<file path="src/rtl/hzwin_pkg.sv">
package hzwin_pkg;

   // Flag set carried by every window entry
   typedef struct packed {
      logic s0v;
      logic s1v;
      logic dv;
      logic ld;
   } hz_flags_t;

   localparam hz_flags_t HZ_EMPTY = '{s0v: 1'b0, s1v: 1'b0, dv: 1'b0, ld: 1'b0};

endpackage

</file>
<file path="src/rtl/hzwin_window.sv">
module hzwin_window
   import hzwin_pkg::*;
#(
   parameter int REG_W = 5,
   parameter int DEPTH = 4
) (
   input  logic                        clk,
   input  logic                        rst,
   input  logic                        hold,
   input  logic [REG_W-1:0]            in_s0,
   input  logic [REG_W-1:0]            in_s1,
   input  logic [REG_W-1:0]            in_d,
   input  hz_flags_t                   in_f,
   output logic [DEPTH-1:0][REG_W-1:0] w_s0,
   output logic [DEPTH-1:0][REG_W-1:0] w_s1,
   output logic [DEPTH-1:0][REG_W-1:0] w_d,
   output hz_flags_t [DEPTH-1:0]       w_f
);

   // Entry 0: takes the issuing instruction, or an empty slot on hold
   always_ff @(posedge clk) begin
      if (rst) begin
         w_f[0] <= HZ_EMPTY;
      end else if (hold) begin
         w_f[0] <= HZ_EMPTY;
      end else begin
         w_f[0] <= in_f;
         w_s0[0] <= in_s0;
         w_s1[0] <= in_s1;
         w_d[0]  <= in_d;
      end
   end

   // Older entries: move up by one every cycle
   genvar k;
   generate
      for (k = 1; k < DEPTH; k++) begin : g_age
         always_ff @(posedge clk) begin
            if (rst) begin
               w_f[k] <= HZ_EMPTY;
            end else begin
               w_f[k]  <= w_f[k-1];
               w_s0[k] <= w_s0[k-1];
               w_s1[k] <= w_s1[k-1];
               w_d[k]  <= w_d[k-1];
            end
         end
      end
   endgenerate

endmodule

</file>
<file path="src/rtl/hzwin_cmp.sv">
module hzwin_cmp
   import hzwin_pkg::*;
#(
   parameter int REG_W    = 5,
   parameter int AGE      = 0,
   parameter bit HAS_FWD  = 1'b1,
   parameter int LOAD_LAT = 1
) (
   input  logic [REG_W-1:0] c_s0,
   input  logic [REG_W-1:0] c_s1,
   input  logic [REG_W-1:0] c_d,
   input  hz_flags_t        c_f,
   input  logic [REG_W-1:0] e_s0,
   input  logic [REG_W-1:0] e_s1,
   input  logic [REG_W-1:0] e_d,
   input  hz_flags_t        e_f,
   output logic             raw,
   output logic             waw,
   output logic             war,
   output logic             need_stall
);

   // Qualified register fields: register 0 never matches
   logic c_s0_q, c_s1_q, c_d_q, e_s0_q, e_s1_q, e_d_q;

   always_comb begin
      c_s0_q = c_f.s0v && (c_s0 != '0);
      c_s1_q = c_f.s1v && (c_s1 != '0);
      c_d_q  = c_f.dv  && (c_d  != '0);
      e_s0_q = e_f.s0v && (e_s0 != '0);
      e_s1_q = e_f.s1v && (e_s1 != '0);
      e_d_q  = e_f.dv  && (e_d  != '0);
   end

   always_comb begin
      raw = e_d_q && ((c_s0_q && (c_s0 == e_d)) || (c_s1_q && (c_s1 == e_d)));
      waw = e_d_q && c_d_q && (c_d == e_d);
      war = c_d_q && ((e_s0_q && (e_s0 == c_d)) || (e_s1_q && (e_s1 == c_d)));
   end

   generate
      if (!HAS_FWD) begin : g_nofwd
         assign need_stall = raw;
      end else if (AGE < LOAD_LAT) begin : g_young
         assign need_stall = raw && e_f.ld;
      end else begin : g_old
         assign need_stall = 1'b0;
      end
   endgenerate

endmodule

</file>
<file path="src/rtl/hzwin_join.sv">
module hzwin_join #(
   parameter int DEPTH = 4
) (
   input  logic [DEPTH-1:0] raw_e,
   input  logic [DEPTH-1:0] need_e,
   output logic [DEPTH-1:0] fwd_e,
   output logic             stall_o
);

   always_comb begin
      fwd_e   = raw_e & ~need_e;
      stall_o = |need_e;
   end

endmodule

</file>
<file path="src/rtl/hzwin_top.sv">
module hzwin_top
   import hzwin_pkg::*;
#(
   parameter int REG_W    = 5,
   parameter int DEPTH    = 4,
   parameter bit HAS_FWD  = 1'b1,
   parameter int LOAD_LAT = 1
) (
   input  logic             clk,
   input  logic             rst,
   input  logic [REG_W-1:0] c_src0,
   input  logic             c_src0_vld,
   input  logic [REG_W-1:0] c_src1,
   input  logic             c_src1_vld,
   input  logic [REG_W-1:0] c_dst,
   input  logic             c_dst_vld,
   input  logic             c_is_load,
   output logic [DEPTH-1:0] raw_vec,
   output logic [DEPTH-1:0] fwd_vec,
   output logic [DEPTH-1:0] waw_vec,
   output logic [DEPTH-1:0] war_vec,
   output logic             stall
);

   localparam int NUM_REGS = 1 << REG_W;

   generate
      if (REG_W < 1 || REG_W > 8) begin : g_bad_regw
         $error("hzwin_top: REG_W must be 1..8");
      end
      if (DEPTH < 1 || DEPTH > 64) begin : g_bad_depth
         $error("hzwin_top: DEPTH must be 1..64");
      end
      if (LOAD_LAT < 1 || LOAD_LAT > DEPTH) begin : g_bad_lat
         $error("hzwin_top: LOAD_LAT must be 1..DEPTH");
      end
      if (NUM_REGS < 2) begin : g_bad_regs
         $error("hzwin_top: need at least two registers");
      end
   endgenerate

   hz_flags_t                   cand_f;
   logic [DEPTH-1:0][REG_W-1:0] w_s0, w_s1, w_d;
   hz_flags_t [DEPTH-1:0]       w_f;
   logic [DEPTH-1:0]            need_e;

   always_comb begin
      cand_f.s0v = c_src0_vld;
      cand_f.s1v = c_src1_vld;
      cand_f.dv  = c_dst_vld;
      cand_f.ld  = c_is_load;
   end

   hzwin_window #(.REG_W(REG_W), .DEPTH(DEPTH)) u_win (
      .clk   (clk),
      .rst   (rst),
      .hold  (stall),
      .in_s0 (c_src0),
      .in_s1 (c_src1),
      .in_d  (c_dst),
      .in_f  (cand_f),
      .w_s0  (w_s0),
      .w_s1  (w_s1),
      .w_d   (w_d),
      .w_f   (w_f)
   );

   genvar k;
   generate
      for (k = 0; k < DEPTH; k++) begin : g_cmp
         hzwin_cmp #(
            .REG_W(REG_W), .AGE(k), .HAS_FWD(HAS_FWD), .LOAD_LAT(LOAD_LAT)
         ) u_cmp (
            .c_s0       (c_src0),
            .c_s1       (c_src1),
            .c_d        (c_dst),
            .c_f        (cand_f),
            .e_s0       (w_s0[k]),
            .e_s1       (w_s1[k]),
            .e_d        (w_d[k]),
            .e_f        (w_f[k]),
            .raw        (raw_vec[k]),
            .waw        (waw_vec[k]),
            .war        (war_vec[k]),
            .need_stall (need_e[k])
         );
      end
   endgenerate

   hzwin_join #(.DEPTH(DEPTH)) u_join (
      .raw_e   (raw_vec),
      .need_e  (need_e),
      .fwd_e   (fwd_vec),
      .stall_o (stall)
   );

endmodule

</file>
<file path="config.mk">
export PLATFORM = sky130hd
export DESIGN_NAME = hzwin_top
export DESIGN_NICKNAME = d
export VERILOG_FILES = /design/src/rtl/hzwin_pkg.sv /design/src/rtl/hzwin_window.sv /design/src/rtl/hzwin_cmp.sv /design/src/rtl/hzwin_join.sv /design/src/rtl/hzwin_top.sv
export SDC_FILE = /design/constraint.sdc
export NUM_CORES = 1
export LEC_CHECK = 0
export BUFFER_PORTS_ARGS = -buffer_cell sky130_fd_sc_hd__buf_2
export CAP_MARGIN = 25
export CORE_ASPECT_RATIO = 1.5
export CORE_MARGIN = 5
export CORE_UTILIZATION = 55
export CTS_BUF_LIST = sky130_fd_sc_hd__clkbuf_8
export DETAILED_ROUTE_END_ITERATION = 6
export PLACE_DENSITY = 0.78
export SYNTH_ARGS = -nofsm -noshare
export SYNTH_HDL_FRONTEND = slang
export SYNTH_SLANG_ARGS = --single-unit
</file>
<file path="constraint.sdc">
create_clock -name clk -period 7.1 [get_ports clk]
set_input_delay 0.71 -clock clk [delete_from_list [all_inputs] [get_ports clk]]
set_output_delay 0.71 -clock clk [all_outputs]
set_load 0.02 [all_outputs]
</file>
==> impl_metrics.py <==
metrics = {
    "global_routing": {
        "grt_first_pass_wirelength_mm": 12.74,
        "antenna_found_initial": 0,
        "grt_pass1_vias": 2500,
        "grt_use_total": 0.1997,
        "grt_max_degree": 26,
        "grt-ovfl-total": 0,
    },
    "synthesis": {
        "syn_nets": 321,
        "synthMuxAreaShare": 0,
        "synth_area_per_cell_sq_um": 12.33,
        "ys_seq_area_frac": 0.5573,
        "netlist_area_sq_um": 3700,
        "synth_top_cell_by_area": "edfxtp_1",
        "syn_inst": 300,
        "synth_simple_gate_area_frac": 0.1302,
        "synth_compound_area_frac": 0.02976,
        "synth_fa_ha_area_frac": 0,
        "synthTopCellsByArea": "edfxtp_1, xor2_1, xnor2_1, dfxtp_1, nor3_1",
        "synthXorXnorAreaFrac": 0.2273,
        "synth_cell_types": 26,
        "yosysTopAreaCellShare": 0.4870,
        "ys_warn_count": 0,
        "synth_top_family_by_area": "XOR/XNOR gates",
        "yosys_register_bits": 73,
    },
    "critical_path": {
        "timing.critical_path.buf_inv": 2,
        "path_cells": "buf_2, or4_1, o21ai_1, nor3_1, buf_2",
        "required_ns": 6.39,
        "worst_path_largest_cell_delay_ns": 0.55,
        "cp_slowest_cell": "o21ai_1",
        "start_kind": "input port",
        "critPathCaptureType": "primary output",
        "path_max_fanout": 14,
        "cp.arrival_ns": 2.45,
        "cp_top_family": "simple AND/OR/NAND/NOR gates",
        "cpMostUsedCell": "buf_2",
        "worstSetupPathType": "input port to primary output",
    },
    "clock_network": {
        "htreeDepth": 3,
        "postCtsSetupBuffers": 0,
        "cts_tree": "yes",
        "cts_resized": 0,
        "cts_buffers": 9,
        "hold_buffers": 0,
        "cts_root_buf": "clkbuf_8",
        "cts_max_path_buffers": 2,
        "clk-insertion-delay-late_ns": 0.34,
        "clk_pin_slew_ns": 0.07,
        "cts_sinks": 73,
    },
    "detailed_routing": {
        "drt-initial-drc-count": 170,
        "drc": 0,
        "post_drt_wl_per_cell_microns": 20.21,
        "firstDrtPassIters": 4,
        "wl_mm": 8.025,
        "viasPerCell": 5.751,
        "vias": 2283,
        "ant_nets": 0,
    },
    "die": {
        "die_h_microns": 110.5,
        "core-area_sq_um": 6531,
        "fp.dieArea_sq_um": 8501,
        "ios": 38,
        "placementRows": 36,
        "die_w_microns": 76.97,
        "start_util": 0.5665,
    },
    "power_and_ir_drop": {
        "p_per_area_nw_per_um2": 219.1,
        "ir_drop_mv": 0.1508,
        "cellLeakagePower_nw": 1.421,
    },
    "sta": {
        "fmax_ghz": 0.3161,
        "slew_headroom": 0.4837,
        "final.setup.worst_slack_ns": 3.936,
        "tns_ns": 0,
        "whs_ns": 0.4652,
        "slew_violations": 0,
        "skew_ns": 0.01107,
        "fin_crit_ns": 3.164,
        "finalSetupViolCount": 0,
        "period_share": 0.4456,
        "hold_viol": 0,
        "rsz0062_at_grt": "no",
        "worst_pin_slew_ns": 0.7736,
    },
    "final_layout": {
        "design_area_sq_um": 3954,
        "areaGrowthSynthToFinish_pct": 6.865,
        "fillCellCount": 532,
        "multi_input_area_sq_um": 1433,
        "fin_cells": 397,
        "regArea_sq_um": 2062,
        "fin_nets": 338,
        "antenna_cells": 0,
        "layout-drive-gt1-share": 0.1776,
    },
    "min_path": {
        "hold_path_class": "flop to flop",
    },
    "flow_run": {
        "cap_violations": 0,
    },
    "outcome": {
        "status": "finished, final reports clean",
    },
    "place": {
        "place_ws_ns": 3.946,
        "gp_congestion": 0.9609,
        "dpl.hpwl_mm": 5.874,
        "placed_area_sq_um": 3801,
        "portBuffers": 37,
        "placed_cells": 382,
    },
}
[worst register-to-register path, stage by stage, from the launching register on]
cell and delay [ns]:
edfxtp_1 0.54, or4_1 0.56, o21ai_1 0.31, nor2_1 0.09, o21a_4 0.16, nor2_1 0.40, buf_6 0.22
[path summary, 6_finish.rpt]
| check | start | endpoint | slack (ns) | cells past startpoint |
|---|---|---|---|---|
| setup / recovery | c_dst[3] | waw_vec[3] | 3.94 | 5 |
| hold / removal | u_win.w_f[9] | u_win.w_f[13] | 0.47 | 1 |
| setup reg to reg | u_win.w_d[1] | u_win.w_s0[3] | 4.53 | 6 |
| hold reg to reg | u_win.w_f[9] | u_win.w_f[13] | 0.47 | 1 |
[cells by family (layout without fill, tap and decap cells)]
family                    Yosys count  count (layout)
AOI/OAI and AO/OA                  19              19
DFF                                73              73
and+or+nand+nor                    77              77
xor gates and xnor gates           96              96
buffers and inverters              35              56
[layer usage]
layer / routed length, microns / vias to the layer above / global-route usage
li1: - / 1077 / -
met1: 2786 / 1086 / 0.2079
met2: 4292 / 87 / 0.3471
met3: 505 / 33 / 0.05537
met4: 440 / 0 / 0.1225
met5: 0 / - / 0
[state kept, by name, summed over array words and instances (netlist names)]
signal and cells:
u_win.w_s0 20, u_win.w_f 13, u_win.w_d 20, u_win.w_s1 20
[Yosys cell counts, drive strengths merged]
library cell  number
xnor2             32
or4                7
nor2               4
o21ai              5
nand4b             4
o21a               3
clkbuf             8
nand4              6
buf               25
inv                2
nor4               8
a21oi             11
and4               2
nor2b              9
xor2              64
nand3              8
dfxtp             13
nor3              25
edfxtp            60
nor3b              4
[cell usage in the layout (no fill, tap or decap)]
cell and instances:
a21oi_1 11, and4_1 1, and4_4 1, buf_2 37, buf_4 1, buf_6 1, clkbuf_8 9, clkinv_1 1
clkinv_2 2, clkinvlp_4 1, dfxtp_1 13, edfxtp_1 60, inv_1 4, nand3_1 8, nand4_1 6, nand4b_1 4
nor2_1 4, nor2b_1 9, nor3_1 25, nor3b_2 4, nor4_1 8, o21a_1 2, o21a_4 1, o21ai_0 2
o21ai_1 3, or4_1 7, xnor2_1 32, xor2_1 64
[report_power, final]
| part | switching, mW | leakage, nW | internal (mW) | total [mW] |
|---|---|---|---|---|
| sequential | 0.0244 | 0.694 | 0.489 | 0.513 |
| clock | 0.143 | 0.0849 | 0.120 | 0.263 |
| combinational | 0.0504 | 0.642 | 0.0394 | 0.0898 |
| total | 0.218 | 1.42 | 0.648 | 0.866 |
[area by class of cell]
cell class | count | share of cell area
Clock buffer | 9 | 0.03133
Clock inverter | 6 | 0.007278
Inverter | 2 | 0.001899
Multi-Input combinational cell | 192 | 0.3623
Sequential cell | 73 | 0.5215
Tap cell | 76 | 0.02405
Timing Repair Buffer | 39 | 0.05158
[stage by stage]
step | utilization | total power [mW]
after floorplan | - | 0.5834
after global placement | 0.5803 | 0.6080
after detailed placement | 0.5820 | 0.6130
after CTS | 0.6054 | 0.8714
after global routing | 0.6054 | 0.9003
final | 0.6054 | 0.8661
Note: power is estimated with default switching activity, not from simulation.
